$ cat src/rtl/cmd_walker_pkg.sv
package cmd_walker_pkg;
  parameter int HW_W = 16;
  localparam int PTR_W = 2 * HW_W;
  localparam int HW_BYTES = HW_W / 8;
  localparam int OP_W = 3;
  localparam int BIT_EOL = 15;
  localparam int BIT_SUSP = 14;
  localparam int BIT_INTR = 13;
  localparam logic [HW_W-1:0] STAT_BUSY = HW_W'(1) << 14;
  localparam logic [HW_W-1:0] STAT_DONE = (HW_W'(1) << 15) | (HW_W'(1) << 13);

  typedef enum logic [1:0] {CU_IDLE = 2'd0, CU_SUSP = 2'd1, CU_ACTIVE = 2'd2} cuState_e;
  typedef enum logic [1:0] {OFS_STAT = 2'd0, OFS_CMD = 2'd1, OFS_LLO = 2'd2, OFS_LHI = 2'd3} ofs_e;

  typedef struct packed {
    logic loadStart;
    logic loadCmd;
    logic loadLinkLo;
    logic loadLinkHi;
    logic setNull;
    logic wrDone;
    ofs_e ofs;
  } dpCtl_t;
endpackage

$ cat src/rtl/cmd_walker_dp.sv
module cmd_walker_dp
  import cmd_walker_pkg::*;
(
  input  logic              clk,
  input  logic              rst_n,
  input  dpCtl_t            ctl,
  input  logic [PTR_W-1:0]  startPtr,
  input  logic [HW_W-1:0]   memRdata,
  output logic [PTR_W-1:0]  memAddr,
  output logic [HW_W-1:0]   memWdata,
  output logic [PTR_W-1:0]  curPtr,
  output logic [OP_W-1:0]   opCode,
  output logic              cmdEol,
  output logic              cmdSusp,
  output logic              cmdIntr,
  output logic              ptrNull,
  output logic              startNull
);
  logic [HW_W-1:0] cmdReg;
  logic [HW_W-1:0] linkLo;

  always_ff @(posedge clk or negedge rst_n) begin
    if (!rst_n) begin
      curPtr <= '1;
      cmdReg <= '0;
      linkLo <= '0;
    end else begin
      if (ctl.loadStart) curPtr <= startPtr;
      if (ctl.loadCmd) cmdReg <= memRdata;
      if (ctl.loadLinkLo) linkLo <= memRdata;
      if (ctl.loadLinkHi) curPtr <= {memRdata, linkLo};
      if (ctl.setNull) curPtr <= '1;
    end
  end

  always_comb begin
    memAddr = curPtr + PTR_W'(32'(ctl.ofs) * HW_BYTES);
    memWdata = ctl.wrDone ? STAT_DONE : STAT_BUSY;
  end

  assign opCode = cmdReg[OP_W-1:0];
  assign cmdEol = cmdReg[BIT_EOL];
  assign cmdSusp = cmdReg[BIT_SUSP];
  assign cmdIntr = cmdReg[BIT_INTR];
  assign ptrNull = &curPtr;
  assign startNull = &startPtr;
endmodule

$ cat src/rtl/cmd_walker_ctrl.sv
module cmd_walker_ctrl
  import cmd_walker_pkg::*;
(
  input  logic     clk,
  input  logic     rst_n,
  input  logic     startValid,
  input  logic     startNull,
  input  logic     memAck,
  input  logic     opDone,
  input  logic     cmdEol,
  input  logic     cmdSusp,
  input  logic     cmdIntr,
  input  logic     ptrNull,
  output dpCtl_t   ctl,
  output logic     memReq,
  output logic     memWe,
  output logic     opValid,
  output logic     cmdDone,
  output logic     cxFlag,
  output cuState_e cuState
);
  typedef enum logic [2:0] {
    S_WAIT, S_MARK, S_FETCH, S_EXEC, S_CLOSE, S_LINKLO, S_LINKHI, S_WRAP
  } walk_e;

  walk_e state, stateNext;
  cuState_e cuNext;
  logic cxNext;

  always_ff @(posedge clk or negedge rst_n) begin
    if (!rst_n) begin
      state <= S_WAIT;
      cuState <= CU_IDLE;
      cxFlag <= 1'b0;
    end else begin
      state <= stateNext;
      cuState <= cuNext;
      cxFlag <= cxNext;
    end
  end

  always_comb begin
    ctl = '0;
    ctl.ofs = OFS_STAT;
    stateNext = state;
    cuNext = cuState;
    cxNext = cxFlag;
    memReq = 1'b0;
    memWe = 1'b0;
    opValid = 1'b0;
    cmdDone = 1'b0;
    unique case (state)
      S_WAIT: begin
        if (startValid && !startNull) begin
          ctl.loadStart = 1'b1;
          cuNext = CU_ACTIVE;
          stateNext = S_MARK;
        end
      end
      S_MARK: begin
        memReq = 1'b1;
        memWe = 1'b1;
        if (memAck) stateNext = S_FETCH;
      end
      S_FETCH: begin
        memReq = 1'b1;
        ctl.ofs = OFS_CMD;
        if (memAck) begin
          ctl.loadCmd = 1'b1;
          stateNext = S_EXEC;
        end
      end
      S_EXEC: begin
        opValid = 1'b1;
        if (opDone) stateNext = S_CLOSE;
      end
      S_CLOSE: begin
        memReq = 1'b1;
        memWe = 1'b1;
        ctl.wrDone = 1'b1;
        if (memAck) begin
          if (cmdEol) begin
            ctl.setNull = 1'b1;
            stateNext = S_WRAP;
          end else begin
            stateNext = S_LINKLO;
          end
        end
      end
      S_LINKLO: begin
        memReq = 1'b1;
        ctl.ofs = OFS_LLO;
        if (memAck) begin
          ctl.loadLinkLo = 1'b1;
          stateNext = S_LINKHI;
        end
      end
      S_LINKHI: begin
        memReq = 1'b1;
        ctl.ofs = OFS_LHI;
        if (memAck) begin
          ctl.loadLinkHi = 1'b1;
          stateNext = S_WRAP;
        end
      end
      S_WRAP: begin
        cmdDone = 1'b1;
        cxNext = cmdIntr;
        if (cmdSusp) begin
          cuNext = CU_SUSP;
          stateNext = S_WAIT;
        end else if (ptrNull) begin
          cuNext = CU_IDLE;
          stateNext = S_WAIT;
        end else begin
          stateNext = S_MARK;
        end
      end
      default: stateNext = S_WAIT;
    endcase
  end
endmodule

$ cat src/rtl/cmd_walker.sv
module cmd_walker
  import cmd_walker_pkg::*;
(
  input  logic              clk,
  input  logic              rst_n,
  input  logic              startValid,
  input  logic [PTR_W-1:0]  startPtr,
  output logic              memReq,
  output logic              memWe,
  output logic [PTR_W-1:0]  memAddr,
  output logic [HW_W-1:0]   memWdata,
  input  logic [HW_W-1:0]   memRdata,
  input  logic              memAck,
  output logic              opValid,
  output logic [OP_W-1:0]   opCode,
  output logic [PTR_W-1:0]  opPtr,
  input  logic              opDone,
  output logic              cmdDone,
  output logic              cxFlag,
  output logic [1:0]        cuState
);
  dpCtl_t ctl;
  cuState_e cuEnum;
  logic cmdEol, cmdSusp, cmdIntr, ptrNull, startNull;

  cmd_walker_ctrl u_ctrl (
    .clk(clk), .rst_n(rst_n), .startValid(startValid), .startNull(startNull),
    .memAck(memAck), .opDone(opDone), .cmdEol(cmdEol), .cmdSusp(cmdSusp),
    .cmdIntr(cmdIntr), .ptrNull(ptrNull), .ctl(ctl), .memReq(memReq),
    .memWe(memWe), .opValid(opValid), .cmdDone(cmdDone), .cxFlag(cxFlag),
    .cuState(cuEnum)
  );

  cmd_walker_dp u_dp (
    .clk(clk), .rst_n(rst_n), .ctl(ctl), .startPtr(startPtr),
    .memRdata(memRdata), .memAddr(memAddr), .memWdata(memWdata),
    .curPtr(opPtr), .opCode(opCode), .cmdEol(cmdEol), .cmdSusp(cmdSusp),
    .cmdIntr(cmdIntr), .ptrNull(ptrNull), .startNull(startNull)
  );

  assign cuState = cuEnum;
endmodule

$ cat config.mk
export PLATFORM = sky130hd
export DESIGN_NAME = cmd_walker
export DESIGN_NICKNAME = d
export VERILOG_FILES = /design/src/rtl/cmd_walker_pkg.sv /design/src/rtl/cmd_walker_dp.sv /design/src/rtl/cmd_walker_ctrl.sv /design/src/rtl/cmd_walker.sv
export SDC_FILE = /design/constraint.sdc
export NUM_CORES = 1
export LEC_CHECK = 0
export CORE_AREA = 2 2 98 100
export CTS_CLUSTER_DIAMETER = 200
export CTS_CLUSTER_SIZE = 25
export DETAILED_ROUTE_END_ITERATION = 8
export DIE_AREA = 0 0 100 102
export PLACE_DENSITY = 0.77
export SLEW_MARGIN = 30
export SYNTH_ARGS = -nofsm -noshare
export SYNTH_HDL_FRONTEND = slang
export SYNTH_SLANG_ARGS = --single-unit
$ cat constraint.sdc
create_clock -name clk -period 2.7 [get_ports clk]
set_input_delay 0.54 -clock clk [delete_from_list [all_inputs] [get_ports clk]]
set_output_delay 0.54 -clock clk [all_outputs]
set_load 0.01 [all_outputs]
Word level (Yosys, flattened, before mapping) --
Index checks and enable logic that the tools add are counted.
Operators by class: reduce and logical (&&, ||, !) cells 11, add/subtract/negate cells 1, magnitude comparators 0, div/mod/pow operators 0, eq/ne operators 15, shifts and indexed selects 0, bitwise logic cells 0, multipliers 0, multiplexer cells 33
Operator list (count):
- $mux 32 | 3
- $reduce_and 32->1 | 2
- $add 32x3->32 | 1
- $mux 3 | 8
- $pmux 3 s8 | 1
- $mux 16 | 1
- $mux 1 | 13
- $eq 3x3->1 const B | 4
- $ne 2x2->1 const B | 6
- $mux 2 | 5
- $reduce_and 7->1 | 1
- $eq 3x2->1 const B | 2
- $pmux 2 s3 | 1
- $reduce_or 5->1 | 1
- $pmux 2 s2 | 1
- $eq 3x1->1 const B | 1
- $logic_not 3->1 | 1
- $ne 3x2->1 const B | 1
- $reduce_and 3->1 | 1
- $reduce_bool 3->1 | 1
- $ne 2x1->1 const B | 1
- $reduce_bool 2->1 | 1
- $reduce_or 2->1 | 1
- $logic_and 1x1->1 | 1
- $logic_not 1->1 | 1
Word-level totals: flip-flop bits (word level) 70, input port bits 53, word-level logic and storage cells 66, output and inout bits 90, bits in writable memories 0, bits in latches 0, memories 0, memory bits (read-only) 0

Longest topological paths before layout --
depth after elaboration 8, gate-level depth with buffers 10, mapped depth without buffers 8

Modules after synthesis --
A second synthesis with hierarchy kept.
Second synthesis, totals: cells, all modules 376, area, all modules 3915.0 µm²
By module, submodules not included:
- cmd_walker_dp | area each 3489.6 µm², cells each 327, times used 1, seq. area each 1391.3 µm²
- cmd_walker_ctrl | area each 425.4 µm², cells each 49, times used 1, seq. area each 150.1 µm²

Least setup slack after synthesis --
OpenSTA, ideal clock, no wires.
path kind register to output, from register u_ctrl.state[2], to output memAddr[17], required time 2.160 ns, path slack -0.084 ns, path buffers 3, cell stages (with the launch flop) 10, arrival time 2.244 ns, cells stage by stage dfrtp_1 clkbuf_1 clkbuf_1 o21a_1 fa_1 and3_1 and4_1 clkbuf_1 nand4_1 xnor2_1
On the way: longest elaborated chain between the ends 3, elaborated cells on any way between the ends 5, classes of those cells 1 x add/sub; 3 x eq/ne; 1 x mux
Ends and longest elaborated chain:
- start: declaration | line cmd_walker_ctrl.sv:26 | walk_e state, stateNext;
- start signal: assignment | line cmd_walker_ctrl.sv:36 | state <= stateNext;
- $eq 3x3->1 or $eq 3x2->1 (tied branches) | line cmd_walker_ctrl.sv:52 | unique case (state)
- $pmux 2 s3 (*) | line cmd_walker_ctrl.sv:52
- $add 32x3->32 (*) | line cmd_walker_dp.sv:37 | memAddr = curPtr + PTR_W'(32'(ctl.ofs) * HW_BYTES);
- end: declaration | line cmd_walker.sv:10 | output logic [PTR_W-1:0] memAddr,
Every way passes the cells marked *; elsewhere a longest branch is shown, timed or not.

Worst setup path after layout --
from register u_ctrl.state[0], to output memAddr[17]
The elaborated chain is that of the path after synthesis.

==> results.json <==
{
  "status": "finished with violations",
  "violations": "negative setup slack",
  "synth-edff-count": 0,
  "drtAntennaViolNets": 0,
  "p_switching_w": 0.00249,
  "synth_most_common_cell": "inv_1",
  "cts_buffer_depth": 2,
  "antenna_found_initial": 1,
  "final-setup-viol-count": 25,
  "async_reset_ff_frac": 1.00,
  "r2r-end": "u_dp.linkLo[1]",
  "drc": 0,
  "clkTransAtPathRegs_ns": 0.07,
  "yosys_warnings": 0,
  "critPathLaunchType": "flip-flop",
  "seq_area_frac_synth": 0.430,
  "drv_cap": 0,
  "portBuffers": 129,
  "gp_congestion": 0.828,
  "start_util": 0.394,
  "leakagePower_nw": 2.65,
  "drive_gt1_frac": 0.361,
  "yosysTopAreaCell": "dfstp_2",
  "die-area_um2": 10200,
  "syn_to_final_growth_pct": 57.7,
  "rsz0062_at_grt": "yes",
  "dp_slack_ns": -0.700,
  "synthTopCellsByArea": "dfstp_2 (23%), dfrtp_1 (20%), mux2i_1 (8.9%)",
  "fin_crit_ns": 2.98,
  "slew_viol_final": 0,
  "required_ns": 2.16,
  "synthDominantCellAreaShare": 0.234,
  "critPathCaptureType": "primary output",
  "hpwl_um": 8500,
  "ys_types": 40,
  "p_sw_frac": 0.379,
  "p_comb_frac": 0.564,
  "critPathKind": "reg2out",
  "grt_pass1_vias": 3385,
  "reg2reg_depth": 7,
  "cts_hold_buffers": 0,
  "first_pass_iters": 4,
  "hp-class": "in2async",
  "p_seq_frac": 0.300,
  "rr_startpoint": "u_ctrl.state[0]",
  "netlist_instances": 356,
  "vias_per_cell": 5.33,
  "fin_total_pwr_w": 0.00658,
  "nFillCells": 728,
  "clock_sinks": 60,
  "syn_area_um2": 3590,
  "num_io_pins": 143,
  "p_int_w": 0.00409,
  "clkLatencyLatePin_ns": 0.34,
  "crit_fanout": 5,
  "drt-initial-drc-count": 179,
  "clockRootBuffer": "clkbuf_8",
  "track_usage": 0.225,
  "grt_pass1_wl_um": 17700,
  "vias": 3446,
  "clockPowerShare": 0.136,
  "synth_top_cells_by_count": "inv_1 (36), dfstp_2 (32), mux2i_1 (32), o22ai_1 (32), dfrtp_1 (28)",
  "setup_slack_ns": -0.278,
  "std_cell_rows": 35,
  "stdcell_count": 646,
  "power_density_nw_per_um2": 1160,
  "grt_max_degree": 57,
  "design.core.area_um2": 9110,
  "utilization": 0.621,
  "wl_um": 11800,
  "fin_skew_ns": 0.00588,
  "htreeDepth": 3,
  "r2r_slack_ns": 0.84,
  "hold_violations": 0,
  "die-height_um": 102,
  "cts_buffers": 9,
  "synth_seq_cells": 60,
  "placed_cells": 616,
  "ir_worst_vdd_mv": 0.652,
  "nets": 585,
  "wl_per_cell_um": 18.3,
  "ys.flop_type": "dfstp_2",
  "die_x_um": 100,
  "cts_tree": "done",
  "final.period_utilization": 1.10,
  "cp.arrival_ns": 2.44,
  "avgSynthCellArea_um2": 10.1,
  "grt.overflow.total": 0,
  "tns_ns": -4.16,
  "fmax_mhz": 336
}
-- routing by layer --
| metal | vias to the layer above | global-route usage | share of wire |
|---|---|---|---|
| met2 | 154 | 0.378 | 0.51 |
| met1 | 1689 | 0.288 | 0.41 |
| met3 | 15 | 0.0499 | 0.064 |
| li1 | 1588 | - | - |
| met5 | - | 0 | 0 |
| met4 | 0 | 0.0811 | 0.013 |
-- final cells by class --
type	instances	area, um2	area share
Sequential cell	60	1540	0.273
Clock inverter	3	42.5	0.00752
Multi-Input combinational cell	237	1970	0.347
Tap cell	111	139	0.0246
Antenna cell	1	2.50	0.000442
Inverter	36	135	0.0239
Clock buffer	13	179	0.0316
Timing Repair Buffer	185	1650	0.292
-- registers in the layout (all words and copies together) (netlist names) --
name and count:
u_dp.cmdReg 6, u_ctrl.state 3, u_ctrl.cxFlag 1, u_ctrl.cuState 2, u_dp.linkLo 16, u_dp.curPtr 32
-- layout by cell type, fill, tap and decap left out, drive strengths merged, types with 3 or more instances in the layout --
master          n
nor2           12
dfstp          32
nand2          14
and4            6
clkbuf         13
nand4          20
o22ai          32
xor2            8
buf            86
mux2           22
clkdlybuf4s50  98
and3            4
dfrtp          28
mux2i          32
o21ai           4
a21oi           4
o211ai          3
conb           13
inv            36
nand3          17
nor3            5
xnor2          22
-- power by group through the flow --
stage                     sequential, W  combinational (W)  clock [W]
after global routing            0.00202            0.00399   0.000942
final                           0.00197            0.00371   0.000896
after detailed placement        0.00195            0.00365          0
after global placement          0.00192            0.00357          0
after CTS                       0.00195            0.00357   0.000898
after floorplan                 0.00210            0.00149          0
-- stage by stage --
step / cell area (um2) / hold WS (ns)
after floorplan: 3630 / 0.244
after global placement: 5190 / 0.461
after detailed placement: 5190 / 0.488
after CTS: 5450 / 0.225
after global routing: 5650 / 0.231
final: 5660 / 0.228
-- worst max-delay path by stage --
stage / end / slack, ns / from
finish: memAddr[17] / -0.28 / u_ctrl.state[0]
global route: memAddr[17] / -0.34 / u_ctrl.state[0]
CTS: memAddr[17] / -0.23 / u_ctrl.state[0]
detailed placement: memAddr[26] / -0.70 / u_ctrl.state[1]
global placement: memAddr[20] / -0.58 / u_ctrl.state[1]
floorplan: memAddr[17] / 0.01 / u_ctrl.state[0]
-- timing repair --
action	4_1_cts	5_1_grt
setup endpoints to repair	30	29
resized for setup	143	31
setup buffers	4	10
pin swaps	20	25
-- critical path, cell delays in order, from the launching register on --
cell	delay (ns)
dfrtp_1	0.43
inv_2	0.11
nor2_4	0.05
o21a_4	0.21
buf_6	0.11
fa_2	0.36
and3_4	0.16
and4_4	0.17
buf_6	0.14
nand4_1	0.10
xnor2_1	0.12
buf_2	0.15
-- logic make-up (layout without fill, tap and decap cells) --
kind of cell               Yosys count  after routing  share of synthesized area
muxes                               54             54                      0.158
adders and majority gates            3              3                     0.0126
buffers and inverters               71            237                     0.0987
other                                1             14                    0.00105
and+or+nand+nor                     88             88                      0.136
xor gates and xnor gates            30             30                     0.0732
AOI/OAI and AO/OA                   49             49                     0.0903
DFF                                 60             60                      0.430
Note: power is estimated with default switching activity, not from simulation.
